**config.mk**
```make
export PLATFORM = sky130hd
export DESIGN_NAME = spi_wake_guard
export DESIGN_NICKNAME = d
export VERILOG_FILES = /design/src/rtl/swg_pkg.sv /design/src/rtl/swg_regs.sv /design/src/rtl/swg_timebase.sv /design/src/rtl/swg_seq.sv /design/src/rtl/spi_wake_guard.sv
export SDC_FILE = /design/constraint.sdc
export NUM_CORES = 1
export LEC_CHECK = 0
export CAP_MARGIN = 25
export CORE_MARGIN = 3
export CORE_UTILIZATION = 57
export DETAILED_ROUTE_END_ITERATION = 6
export GPL_ROUTABILITY_DRIVEN = 1
export PLACE_DENSITY = 0.81
export SLEW_MARGIN = 40
export SYNTH_ARGS = -nofsm -noshare
export SYNTH_HDL_FRONTEND = slang
export SYNTH_SLANG_ARGS = --single-unit
```
**constraint.sdc**
```tcl
create_clock -name clk -period 5.1 [get_ports clk]
set_input_delay 1.275 -clock clk [delete_from_list [all_inputs] [get_ports clk]]
set_output_delay 1.275 -clock clk [all_outputs]
set_load 0.01 [all_outputs]
```
**src/rtl/swg_pkg.sv**
```systemverilog
package swg_pkg;
  typedef enum logic [2:0] {
    SW_IDLE,
    SW_PULSE,
    SW_START,
    SW_READY,
    SW_BUSY
  } swg_state_e;

  localparam int NUM_REGS = 4;
  localparam logic [1:0] REG_GAP   = 2'd0;
  localparam logic [1:0] REG_SLEEP = 2'd1;
  localparam logic [1:0] REG_START = 2'd2;
  localparam logic [1:0] REG_DIV   = 2'd3;
endpackage

```
**src/rtl/swg_regs.sv**
```systemverilog
module swg_regs
  import swg_pkg::*;
#(
  parameter int W         = 16,
  parameter int DIV_DEF   = 50000,
  parameter int GAP_DEF   = 2,
  parameter int SLEEP_DEF = 1000,
  parameter int START_DEF = 60
) (
  input  logic         clk,
  input  logic         rst_n,
  input  logic         we,
  input  logic [1:0]   addr,
  input  logic [W-1:0] wdata,
  output logic [W-1:0] gap,
  output logic [W-1:0] sleep,
  output logic [W-1:0] start,
  output logic [W-1:0] div,
  output logic         div_wr
);
  localparam logic [W-1:0] RESET_VAL [NUM_REGS] =
    '{W'(GAP_DEF), W'(SLEEP_DEF), W'(START_DEF), W'(DIV_DEF)};

  logic [W-1:0] val [NUM_REGS];

  always_ff @(posedge clk or negedge rst_n) begin
    if (!rst_n) begin
      for (int i = 0; i < NUM_REGS; i++) val[i] <= RESET_VAL[i];
    end else if (we) begin
      for (int i = 0; i < NUM_REGS; i++)
        if (addr == 2'(i)) val[i] <= wdata;
    end
  end

  assign gap    = val[REG_GAP];
  assign sleep  = val[REG_SLEEP];
  assign start  = val[REG_START];
  assign div    = val[REG_DIV];
  assign div_wr = we && (addr == REG_DIV);
endmodule

```
**src/rtl/swg_timebase.sv**
```systemverilog
module swg_timebase #(
  parameter int W = 16
) (
  input  logic         clk,
  input  logic         rst_n,
  input  logic [W-1:0] div,
  input  logic         restart,
  output logic [W-1:0] now_ms
);
  logic [W-1:0] cnt;
  logic [W-1:0] lim;

  // a divider of zero behaves as one clock per millisecond
  assign lim = (div == '0) ? '0 : div - 1'b1;

  always_ff @(posedge clk or negedge rst_n) begin
    if (!rst_n) begin
      cnt    <= '0;
      now_ms <= '0;
    end else if (restart) begin
      cnt <= '0;
    end else if (cnt >= lim) begin
      cnt    <= '0;
      now_ms <= now_ms + 1'b1;
    end else begin
      cnt <= cnt + 1'b1;
    end
  end
endmodule

```
**src/rtl/swg_seq.sv**
```systemverilog
module swg_seq
  import swg_pkg::*;
#(
  parameter int W        = 16,
  parameter int PULSE_MS = 1
) (
  input  logic         clk,
  input  logic         rst_n,
  input  logic         req,
  input  logic         done,
  input  logic [W-1:0] now_ms,
  input  logic [W-1:0] gap,
  input  logic [W-1:0] sleep,
  input  logic [W-1:0] start,
  output logic         gnt,
  output logic         cs_wake
);
  localparam logic [W-1:0] PULSE_LEN = W'(PULSE_MS);

  swg_state_e   st;
  logic [W-1:0] last_end;
  logic [W-1:0] last_gnt;
  logic [W-1:0] mark;
  logic         gap_met;
  logic         asleep;

  logic [W-1:0] since_end;
  logic [W-1:0] since_gnt;
  logic [W-1:0] since_mark;
  logic         gap_ok;
  logic         wake_due;
  logic         take;

  // modular differences stay exact for spans below the counter range;
  // the sticky flags cover longer spans
  assign since_end  = now_ms - last_end;
  assign since_gnt  = now_ms - last_gnt;
  assign since_mark = now_ms - mark;
  assign gap_ok     = gap_met || (since_end >= gap);
  assign wake_due   = asleep || (since_gnt >= sleep);
  assign take       = (st == SW_READY) && req;

  always_ff @(posedge clk or negedge rst_n) begin
    if (!rst_n) begin
      st       <= SW_IDLE;
      last_end <= '0;
      last_gnt <= '0;
      mark     <= '0;
      gap_met  <= 1'b0;
    end else begin
      case (st)
        SW_IDLE: begin
          if (since_end >= gap) gap_met <= 1'b1;
          if (req && gap_ok) begin
            if (wake_due) begin
              st   <= SW_PULSE;
              mark <= now_ms;
            end else begin
              st <= SW_READY;
            end
          end
        end
        SW_PULSE: begin
          if (since_mark >= PULSE_LEN) begin
            st   <= SW_START;
            mark <= now_ms;
          end
        end
        SW_START: begin
          if (since_mark >= start) st <= SW_READY;
        end
        SW_READY: begin
          if (req) begin
            st       <= SW_BUSY;
            last_gnt <= now_ms;
          end
        end
        SW_BUSY: begin
          if (done) begin
            st       <= SW_IDLE;
            last_end <= now_ms;
            gap_met  <= 1'b0;
          end
        end
        default: st <= SW_IDLE;
      endcase
    end
  end

  always_ff @(posedge clk or negedge rst_n) begin
    if (!rst_n)                asleep <= 1'b0;
    else if (take)             asleep <= 1'b0;
    else if (since_gnt >= sleep) asleep <= 1'b1;
  end

  assign gnt     = (st == SW_READY);
  assign cs_wake = (st == SW_PULSE);
endmodule

```
**src/rtl/spi_wake_guard.sv**
```systemverilog
module spi_wake_guard #(
  parameter int TS_W      = 16,
  parameter int DIV_DEF   = 50000,
  parameter int GAP_DEF   = 2,
  parameter int SLEEP_DEF = 1000,
  parameter int START_DEF = 60,
  parameter int PULSE_MS  = 1
) (
  input  logic            clk,
  input  logic            rst_n,
  input  logic            req,
  output logic            gnt,
  input  logic            done,
  output logic            cs_wake,
  input  logic            cfg_we,
  input  logic [1:0]      cfg_addr,
  input  logic [TS_W-1:0] cfg_wdata
);
  logic [TS_W-1:0] gap_r, sleep_r, start_r, div_r, now_ms;
  logic            div_wr;

  swg_regs #(
    .W(TS_W), .DIV_DEF(DIV_DEF), .GAP_DEF(GAP_DEF),
    .SLEEP_DEF(SLEEP_DEF), .START_DEF(START_DEF)
  ) u_regs (
    .clk(clk), .rst_n(rst_n), .we(cfg_we), .addr(cfg_addr),
    .wdata(cfg_wdata), .gap(gap_r), .sleep(sleep_r),
    .start(start_r), .div(div_r), .div_wr(div_wr)
  );

  swg_timebase #(.W(TS_W)) u_time (
    .clk(clk), .rst_n(rst_n), .div(div_r),
    .restart(div_wr), .now_ms(now_ms)
  );

  swg_seq #(.W(TS_W), .PULSE_MS(PULSE_MS)) u_seq (
    .clk(clk), .rst_n(rst_n), .req(req), .done(done),
    .now_ms(now_ms), .gap(gap_r), .sleep(sleep_r), .start(start_r),
    .gnt(gnt), .cs_wake(cs_wake)
  );
endmodule

```
Word-level counts from Yosys, hierarchy flattened
Cells that the tools add are included.
{"block": "op_classes", "magnitude_cmp": 5, "reduce_logical": 21, "mux": 19, "add_sub_neg": 6, "n_bitwise": 1, "eq_ne": 14}
{"op": "$mux 16", "n": 6}
{"op": "$ge 16x16->1", "n": 4}
{"op": "$sub 16x16->16", "n": 3}
{"op": "$add 16x1->16 const B", "n": 2}
{"op": "$pmux 16 s2", "n": 1}
{"op": "$ge 16x1->1 const B", "n": 1}
{"op": "$logic_not 16->1", "n": 1}
{"op": "$sub 16x1->16 const B", "n": 1}
{"op": "$mux 3", "n": 5}
{"op": "$pmux 3 s5", "n": 1}
{"op": "$reduce_and 2->1", "n": 7}
{"op": "$ne 2x1->1 const B", "n": 5}
{"op": "$eq 3x2->1 const B", "n": 2}
{"op": "$reduce_bool 2->1", "n": 3}
{"op": "$reduce_and 5->1", "n": 1}
{"op": "$eq 2x2->1 const B", "n": 2}
{"op": "$mux 1", "n": 4}
{"op": "$ne 2x2->1 const B", "n": 2}
{"op": "$reduce_and 4->1", "n": 1}
{"op": "$eq 3x1->1 const B", "n": 1}
{"op": "$eq 3x3->1 const B", "n": 1}
{"op": "$logic_and 1x1->1", "n": 3}
{"op": "$logic_not 3->1", "n": 1}
{"op": "$reduce_and 3->1", "n": 1}
{"op": "other kinds (6)", "n": 7}
{"block": "totals", "in_bits": 23, "register_bits": 149}

Depth between registers and ports, before layout
Gate-level depths: netlist of run 1.
{"block": "depth", "word_depth": 6, "depth_mapped": 24, "depth_no_buf": 21}

Cells and area by module
Synthesis of run 1 repeated with hierarchy kept, for this count alone.
{"block": "unflattened", "cells_unflattened": 1007, "hier_area_um2": 10192.3}
{"module": "swg_seq", "seq_area_each_um2": 1326.3, "area_per_inst_um2": 5494.0, "n_inst": 1, "cells_per_inst": 643}
{"module": "swg_regs", "seq_area_each_um2": 1622.8, "area_per_inst_um2": 2442.3, "n_inst": 1, "cells_per_inst": 137}
{"module": "swg_timebase", "seq_area_each_um2": 800.8, "area_per_inst_um2": 2255.9, "n_inst": 1, "cells_per_inst": 227}

Least setup slack after synthesis of run 1
No wires, ideal clock.
{"block": "synth_timing", "kind": "register -> register", "startpoint": "reg u_time.now_ms[0]", "endpoint": "reg u_seq.mark[10]", "stages_incl_launch_ff": 24, "arrival_ns": 5.271, "setup_ns": 0.125, "required_ns": 4.975, "period_less_slack_ns": 5.396, "path_slack_ns": -0.296, "path_cell_list": "dfrtp_1 -> clkbuf_1 -> inv_1 -> ha_1 -> fa_1 -> nor2b_1 -> o21ai_0 -> a21boi_0 -> o21ai_0 -> a211oi_1 -> nor3_1 -> or3_1 -> xnor2_1 -> ha_1 -> o21a_1 -> o21ai_0 -> nor2_1 -> a211o_1 -> a211o_1 -> a2111oi_0 -> nor4bb_1 -> buf_6 -> buf_6 -> mux2_4"}
{"block": "synth_between", "elab_chain_len": 6}
{"element": "from (decl)", "line_no": "swg_timebase.sv:8", "source": "output logic [W-1:0] now_ms"}
{"element": "from (signal assigned)", "line_no": "swg_timebase.sv:24", "source": "now_ms <= now_ms + 1'b1;"}
{"element": "$sub 16x16->16", "line_no": "swg_seq.sv:36", "source": "assign since_end = now_ms - last_end;"}
{"element": "$ge 16x16->1", "line_no": "swg_seq.sv:39", "source": "assign gap_ok = gap_met || (since_end >= gap);"}
{"element": "$logic_or 1x1->1", "line_no": "swg_seq.sv:39"}
{"element": "$logic_and 1x1->1", "line_no": "swg_seq.sv:54", "source": "if (req && gap_ok) begin"}
{"element": "$ne 2x1->1 (no source line)"}
{"element": "$reduce_and 4->1 (no source line) *"}
{"element": "to (signal assigned)", "line_no": "swg_seq.sv:57", "source": "mark <= now_ms;"}
{"element": "to (signal assigned)", "line_no": "swg_seq.sv:66", "source": "mark <= now_ms;"}
{"element": "to (decl)", "line_no": "swg_seq.sv:23", "source": "logic [W-1:0] mark;"}
Mark *: on every way between the ends. The rest lies on a longest branch, timed or not.
A chain may end at the register's enable or synchronous reset.

Final worst setup path of run 1
{"block": "layout_timing", "startpoint": "reg u_time.now_ms[0]", "endpoint": "reg u_seq.mark[9]"}
The elaborated chain is that of the path after synthesis.

==> out/qor_table.md, run 1 <==
| Metric | Reported |
|:---|:---|
| Post-Synthesis Cell Area | 9910 um^2 |
| Final number of setup-violating endpoints | 0 |
| Number of flip-flops and latches in the synthesized netlist | 149 |
| Die span in x | 138 um |
| Die Height | 138 um |
| Power density over the cells | 430 nW/um^2 |
| Switching share of power | 35.2% |
| Fmax | 202 MHz |
| Fraction of final layout cells sized beyond drive strength 1 | 16.8% |
| Die area | 19000 um^2 |
| Cts bufs inserted | 17 |
| Count of vias placed by the detailed router | 7646 |
| Number of violations reported at the end of detailed-routing iteration 0 | 471 |
| Pin count of the biggest net entering global routing | 105 |
| Half-perimeter wire length after detailed placement | 17.2 mm |
| Global-route wire length before repair | 38.2 mm |
| Number of global-route vias before repair | 7579 |
| Final Hold Viols | 0 |
| CTS HTree Levels | 4 |
| Run status | completed |
| Post-route minimum period | 4.95 ns |
| Sequential cell area | 3750 um^2 |
| Setup ws final | 0.149 ns |
| Multi-input combinational cell area | 5740 um^2 |
| Setup repair after global routing missed its margin | true |
| Worst Skew | 0.0136 ns |
| Maximum fanout encountered on the critical timing path | 16 |
| Boundary pin count | 25 |
| CP Launch Type | register |
| Diode count | 0 |
| Static leakage power | 0.00551 uW |
| Headroom to the max-slew limit | 47.4% |
| Worst IR Drop VDD | 0.304 mV |
| Mean Syn Cell Area | 9.73 um^2 |
| Congestion Overflow GR | 0 |
| Clock-pin transition on the worst setup and hold timing paths | 0.06 ns |
| Layout Area Growth over Synthesis | 14.3% |
| Pins over their slew limit | 0 |
| Count of fill cells added during filler insertion | 1230 |
| Drt drc | 0 |
| Worst Setup End Kind | register |
| Max_cap viols | 0 |
| Final ANT Viol Nets | 0 |
| Type of the worst setup path | reg -> reg |
| Share of power burned in the clock network | 28.1% |
| Synth top cells by count | 132 x dfrtp_1, 113 x inv_1, 112 x ha_1 |
| Sequential share of the synthesized area | 37.8% |
| Number of nets produced by synthesis | 1157 |
| Fraction of post-synthesis cell area in the top cell type by area | 33.3% |
| CTS tree | done |
| Number of search-and-repair iterations in the first detailed-routing pass | 5 |
| Post-placement worst setup slack | -0.181 ns |
| Root buffer selected by CTS | clkbuf_16 |
| Portion of total power attributed to combinational logic | 40.1% |
| Post-Layout Inst Area | 11300 um^2 |
| GR Util All Layers | 26.0% |
| Actual slew at the worst max-slew pin | 0.785 ns |
| Cell type contributing the most total cell area after synthesis | dfrtp_1 |
| WL per Instance | 18.2 um |
| Smallest hold slack | 0.483 ns |
| Library cell with the highest instance count after synthesis | dfrtp_1 |
| Placed inst area | 10600 um^2 |
| Ranking of synthesized cells by area | dfrtp_1 33%, ha_1 14%, mux2_2 8.2% |
| Arrival time at the worst endpoint | 5.27 ns |
| Total net switching power | 1720 uW |
| Cell variety after synth | 59 |
| Initial antenna violation count | 0 |
| Post-layout power | 4870 uW |
| Worst hold-check path type | reg -> reg |
| Cell internal pwr | 3160 uW |
| Reg power frac | 31.9% |
| Share of flip-flops with an asynchronous set or reset after synthesis | 100% |
| CTS Sinks | 149 |
| Input/output buffers | 24 |
| Routed wire length | 23.7 mm |
| Final worst path period share | 97.1% |
| Total number of nets in the final design | 1207 |
| Floorplan Core Area | 16800 um^2 |
| Cells after synthesis | 1019 |
| Worst-Skew Late Latency | 0.44 ns |
| Yosys synthesis warning count | 0 |
| Weighted congestion reported at the end of routability-driven placement | 0.954 |
| Ys flop type | dfrtp_1 |
| Critical Path RT | 5.42 ns |
| Max clock buf depth | 2 |
| Starting density of the core | 58.9% |
| Count of flip-flops with a built-in enable after synthesis | 0 |
| Per-cell via count in the routed design | 5.87 |
| Number of placement rows | 47 |
worst paths after layout:
check | startpoint | to | slack (ns) | cells past startpoint
min in group asynchronous | rst_n | u_time.cnt[12] | 0.71 | 1
worst min register to register | u_seq.last_gnt[1] | u_seq.last_gnt[1] | 0.48 | 2
worst min-delay path | u_seq.last_gnt[1] | u_seq.last_gnt[1] | 0.48 | 2
worst max register to register | u_time.now_ms[0] | u_seq.mark[9] | 0.15 | 24
worst max-delay path | u_time.now_ms[0] | u_seq.mark[9] | 0.15 | 24
max in group asynchronous | rst_n | u_time.now_ms[11] | 3.38 | 3
cells in the final DEF (no fill, tap or decap), drive strengths merged, types with 10 or more instances in the layout:
cell type	netlist	routed
xnor2	43	43
a21o	22	22
clkdlybuf4s50	0	23
dfstp	17	17
buf	4	31
and3	12	12
mux2	80	80
nand3	25	25
dfrtp	132	132
nand2b	10	10
clkbuf	19	18
o21ai	61	61
nand2	79	79
ha	112	112
a21oi	54	54
inv	113	116
nor3	24	24
nor2	48	48
xor2	38	38
per-stage QoR:
stage                     setup TNS (ns)  utilization, %  cells
after floorplan                        0               -   1019
after global placement            -0.100            62.7   1265
after detailed placement           -2.38            62.8   1265
after global routing              -0.151            67.4   1302
final                                  0            67.4   1302
after CTS                              0            66.7   1297
worst max-delay path: stages (launching register included):
cell	delay (ns)
dfrtp_1	0.38
inv_1	0.08
buf_4	0.12
ha_1	0.16
inv_1	0.06
fa_2	0.36
a21o_1	0.18
a21oi_2	0.16
o21bai_1	0.11
a211o_1	0.31
a31oi_2	0.22
nand2b_1	0.10
xor2_1	0.15
ha_1	0.29
a21o_1	0.18
a21oi_1	0.12
o21ai_0	0.10
a21o_1	0.18
a221o_1	0.34
a21o_1	0.21
a2111oi_4	0.34
buf_4	0.17
nor4bb_4	0.05
buf_12	0.17
mux2_4	0.30
layer usage:
metal	global-route usage (%)	part of all wire, %	wire, um	vias to the layer above
met5	0	0	0	-
met4	10.4	3.3	771	0
met3	4.72	4.0	945	47
met2	41.8	47	11200	166
met1	34.8	46	10800	3757
li1	-	-	-	3676
power by group through the flow:
| stage | sequential [uW] | clock, uW | combinational [uW] |
|---|---|---|---|
| finish | 1550 | 1370 | 1950 |
| global route | 1580 | 1430 | 2180 |
| CTS | 1540 | 1380 | 1880 |
| detailed placement | 1560 | 0 | 1830 |
| global placement | 1550 | 0 | 1750 |
| floorplan | 1500 | 0 | 1400 |
area by class of cell:
| class | count | area share [%] |
|---|---|---|
| Clock inverter | 14 | 1.75 |
| Timing Repair Buffer | 54 | 4.44 |
| Inverter | 113 | 3.74 |
| Tap cell | 220 | 2.43 |
| Clock buffer | 18 | 3.88 |
| Multi-Input combinational cell | 734 | 50.7 |
| Sequential cell | 149 | 33.1 |
kinds of logic (layout without fill, tap and decap cells):
logic type | after synthesis | after routing | synth area share, %
AND/OR/NAND/NOR | 261 | 261 | 13.0
AO/OA/AOI/OAI | 195 | 195 | 12.3
flip-flops | 149 | 149 | 37.8
buffers and inverters | 136 | 199 | 5.31
adder cells (fa/ha/maj) | 115 | 115 | 14.7
multiplexers | 82 | 82 | 9.59
XOR/XNOR | 81 | 81 | 7.16
state kept, by name (all words and copies together), names as in the netlist:
name            cells
u_seq.asleep        1
u_time.cnt         16
u_seq.gap_met       1
u_regs.gap         16
u_seq.mark         16
u_regs.div         16
u_seq.last_gnt     16
u_seq.st            3
u_time.now_ms      16
u_seq.last_end     16
u_regs.start       16
u_regs.sleep       16
timing repair:
action	CTS	global route
pin swaps	2	10
buffers inserted	1	2
endpoints found under the setup margin	17	17
hold buffers	0	0
gates cloned	0	0
gates resized for setup	4	15
Note: power is estimated with default switching activity, not from simulation.
==> inputs of run 2 (changes only) <==
- PLACE_DENSITY: 0.81 -> 0.77
==> run 2 against run 1 <==
Effect of this change:
- via count decreased by 0.80%
- sequential power about the same
- final cell count about the same
- critical endpoint is now u_seq.mark[4]
- largest power group unchanged
- global-route usage decreased by 0.20 points
- combinational power increased by 4%
- non-clock buffer count increased by 1
- maximum frequency increased by 1.2%
- routed wire length decreased by 1.6%
- power increased by 0.77%
- clock skew decreased by 0.0031 ns
- the run now ends with design-rule violations left
- count of clock-buffer cells in the layout increased by 2
==> out/qor_table.md, run 2 (same netlist as run 1, synthesis figures left out) <==
| Metric | Reported |
|:---|:---|
| Post-layout power | 4910 uW |
| Max_cap viols | 0 |
| Post-Layout Inst Area | 11300 um^2 |
| Total number of nets in the final design | 1208 |
| Number of violations reported at the end of detailed-routing iteration 0 | 511 |
| Fmax | 204 MHz |
| Number of placement rows | 47 |
| Drt drc | 4 |
| CTS tree | done |
| CTS Sinks | 149 |
| Final Hold Viols | 0 |
| Actual slew at the worst max-slew pin | 0.783 ns |
| Sequential cell area | 3750 um^2 |
| Per-cell via count in the routed design | 5.82 |
| Pin count of the biggest net entering global routing | 100 |
| Die area | 19000 um^2 |
| WL per Instance | 17.9 um |
| Input/output buffers | 24 |
| Number of standard cells in the final layout excluding fillers | 1303 |
| Type of the worst setup path | reg -> reg |
| Hold-fix buffer count after cts | 0 |
| Final ANT Viol Nets | 0 |
| Boundary pin count | 25 |
| Run status | finished, violations left |
| Routed wire length | 23.3 mm |
| Pins over their slew limit | 0 |
| Root buffer selected by CTS | clkbuf_16 |
| Longest individual stage delay on the worst path | 0.38 ns |
| Most common cell type on the critical path | a21o_1 |
| Starting density of the core | 58.9% |
| Number of search-and-repair iterations in the first detailed-routing pass | 7 |
| Violations in the final reports | design-rule violations |
| Final number of setup-violating endpoints | 0 |
| Clock-pin transition on the worst setup and hold timing paths | 0.06 ns |
| Number of global-route vias before repair | 7338 |
| CP Buf/Inv Count | 5 |
| Worst Skew | 0.0105 ns |
| Layout Area Growth over Synthesis | 14.5% |
| Static leakage power | 0.00552 uW |
| Post-route minimum period | 4.89 ns |
| Worst IR Drop VDD | 0.318 mV |
| Critical Path RT | 5.42 ns |
| Die Height | 138 um |
| Series of cell instances along the critical path | inv_1, buf_4, ha_1, inv_1, fa_2, a21o_1, a21oi_2, o21bai_1, a211o_1, a31oi_2, nand2b_1, xor2_1, ha_1, a21o_1, a21oi_2, o21ai_1, a21o_1, a221o_1, a21o_1, a2111oi_4, buf_4, nor4bb_4, buf_12, mux2_4 |
| Layer carrying the most global-route usage | met2 |
| Placed inst area | 10600 um^2 |
| Headroom to the max-slew limit | 47.8% |
| Fraction of met1 tracks used by global routing | 34.4% |
| Final worst path period share | 95.9% |
| Kind of cell adding the most delay to the critical path | compound AO/OA/AOI/OAI gates |
| Weighted congestion reported at the end of routability-driven placement | 0.909 |
| Initial antenna violation count | 0 |
| Worst-Skew Late Latency | 0.44 ns |
| Count of fill cells added during filler insertion | 1305 |
| CTS HTree Levels | 4 |
| GR Util All Layers | 25.8% |
| Diode count | 0 |
| Power density over the cells | 433 nW/um^2 |
| Global-route wire length before repair | 37.7 mm |
| Floorplan Core Area | 16800 um^2 |
| Final design utilization | 67.5% |
| Half-perimeter wire length after detailed placement | 17.1 mm |
| Multi-input combinational cell area | 5780 um^2 |
| Worst hold-check path type | reg -> reg |
| Leading cell types in the layout, fill and taps excluded | 132 x dfrtp_1, 113 x inv_1, 112 x ha_1 |
| Fraction of final layout cells sized beyond drive strength 1 | 17.0% |
| Most common library cell in the layout ignoring fill and taps | dfrtp_1 |
| Congestion Overflow GR | 0 |
| Count of vias placed by the detailed router | 7585 |
| Worst-path cell with the longest stage delay | dfrtp_1 |
| Maximum fanout encountered on the critical timing path | 16 |
| Max clock buf depth | 2 |
| Number of placed cells counting well taps | 1269 |
| Met2 layer usage reported by global route | 41.6% |
| GRT met3 Usage | 5.15% |
| CP Launch Type | register |
| Worst Setup End Kind | register |
| Arrival time at the worst endpoint | 5.21 ns |
| Die span in x | 138 um |
| Cts bufs inserted | 17 |
-- run 2: cell count changes in the layout (fill, tap and decap cells not counted), moves of 2 or more --
cell,change
a21oi_1,-2
a21oi_2,+2
clkbuf_1,+3
inv_6,-2
-- run 2: area by class of cell --
class,instances,share of cell area (%)
clock buffers,20,3.85
repair buffers,55,4.46
well taps,220,2.43
inverters,113,3.74
multi-input cells,734,50.9
flip-flops and latches,149,33.0
clock inverters,12,1.58
-- run 2: path summary, 6_finish.rpt --
| path | startpoint | end | slack, ns | cells after the start |
|---|---|---|---|---|
| worst max-delay path | u_time.now_ms[0] | u_seq.mark[4] | 0.21 | 24 |
| worst min-delay path | u_seq.last_gnt[5] | u_seq.last_gnt[5] | 0.49 | 2 |
| max in group asynchronous | rst_n | u_regs.sleep[7] | 3.32 | 2 |
| worst min register to register | u_seq.last_gnt[5] | u_seq.last_gnt[5] | 0.49 | 2 |
| worst max register to register | u_time.now_ms[0] | u_seq.mark[4] | 0.21 | 24 |
| min in group asynchronous | rst_n | u_time.cnt[13] | 0.88 | 1 |
-- run 2: routing by layer --
metal	share of wire (%)	routed length, um	up-vias
met5	0	0	-
met4	2.9	674	0
li1	-	-	3681
met2	47	11000	152
met1	46	10700	3707
met3	3.8	876	45
-- run 2: metrics by stage --
stage | setup TNS, ns | setup WS [ns] | hold WS [ns]
after floorplan | 0 | 0.0326 | 0.450
after global routing | -0.812 | -0.0708 | 0.517
final | 0 | 0.207 | 0.491
after CTS | 0 | 0.00300 | 0.493
after global placement | 0 | 0.0220 | 0.466
after detailed placement | -1.24 | -0.104 | 0.480
-- run 2: timing repair --
item                       CTS  global route
setup buffers                0             4
setup endpoints to repair   15            17
resized for setup            5            21
pin swaps                    0            11
-- run 2: report_power, final --
group	internal, uW	switching (uW)	leakage (uW)
Sequential	1400	153	0.00186
Combinational	952	1080	0.00337
Clock	819	513	0.000291
-- run 2: worst register-to-register path, delay by kind of cell (launching register included) --
family | cells | cell delay, ns
XOR/XNOR | 1 | 0.15
AND/OR/NAND/NOR | 2 | 0.14
adder cells (fa/ha/maj) | 3 | 0.80
flip-flops | 1 | 0.38
multiplexers | 1 | 0.31
buffers and inverters | 5 | 0.60
AO/OA/AOI/OAI | 12 | 2.40
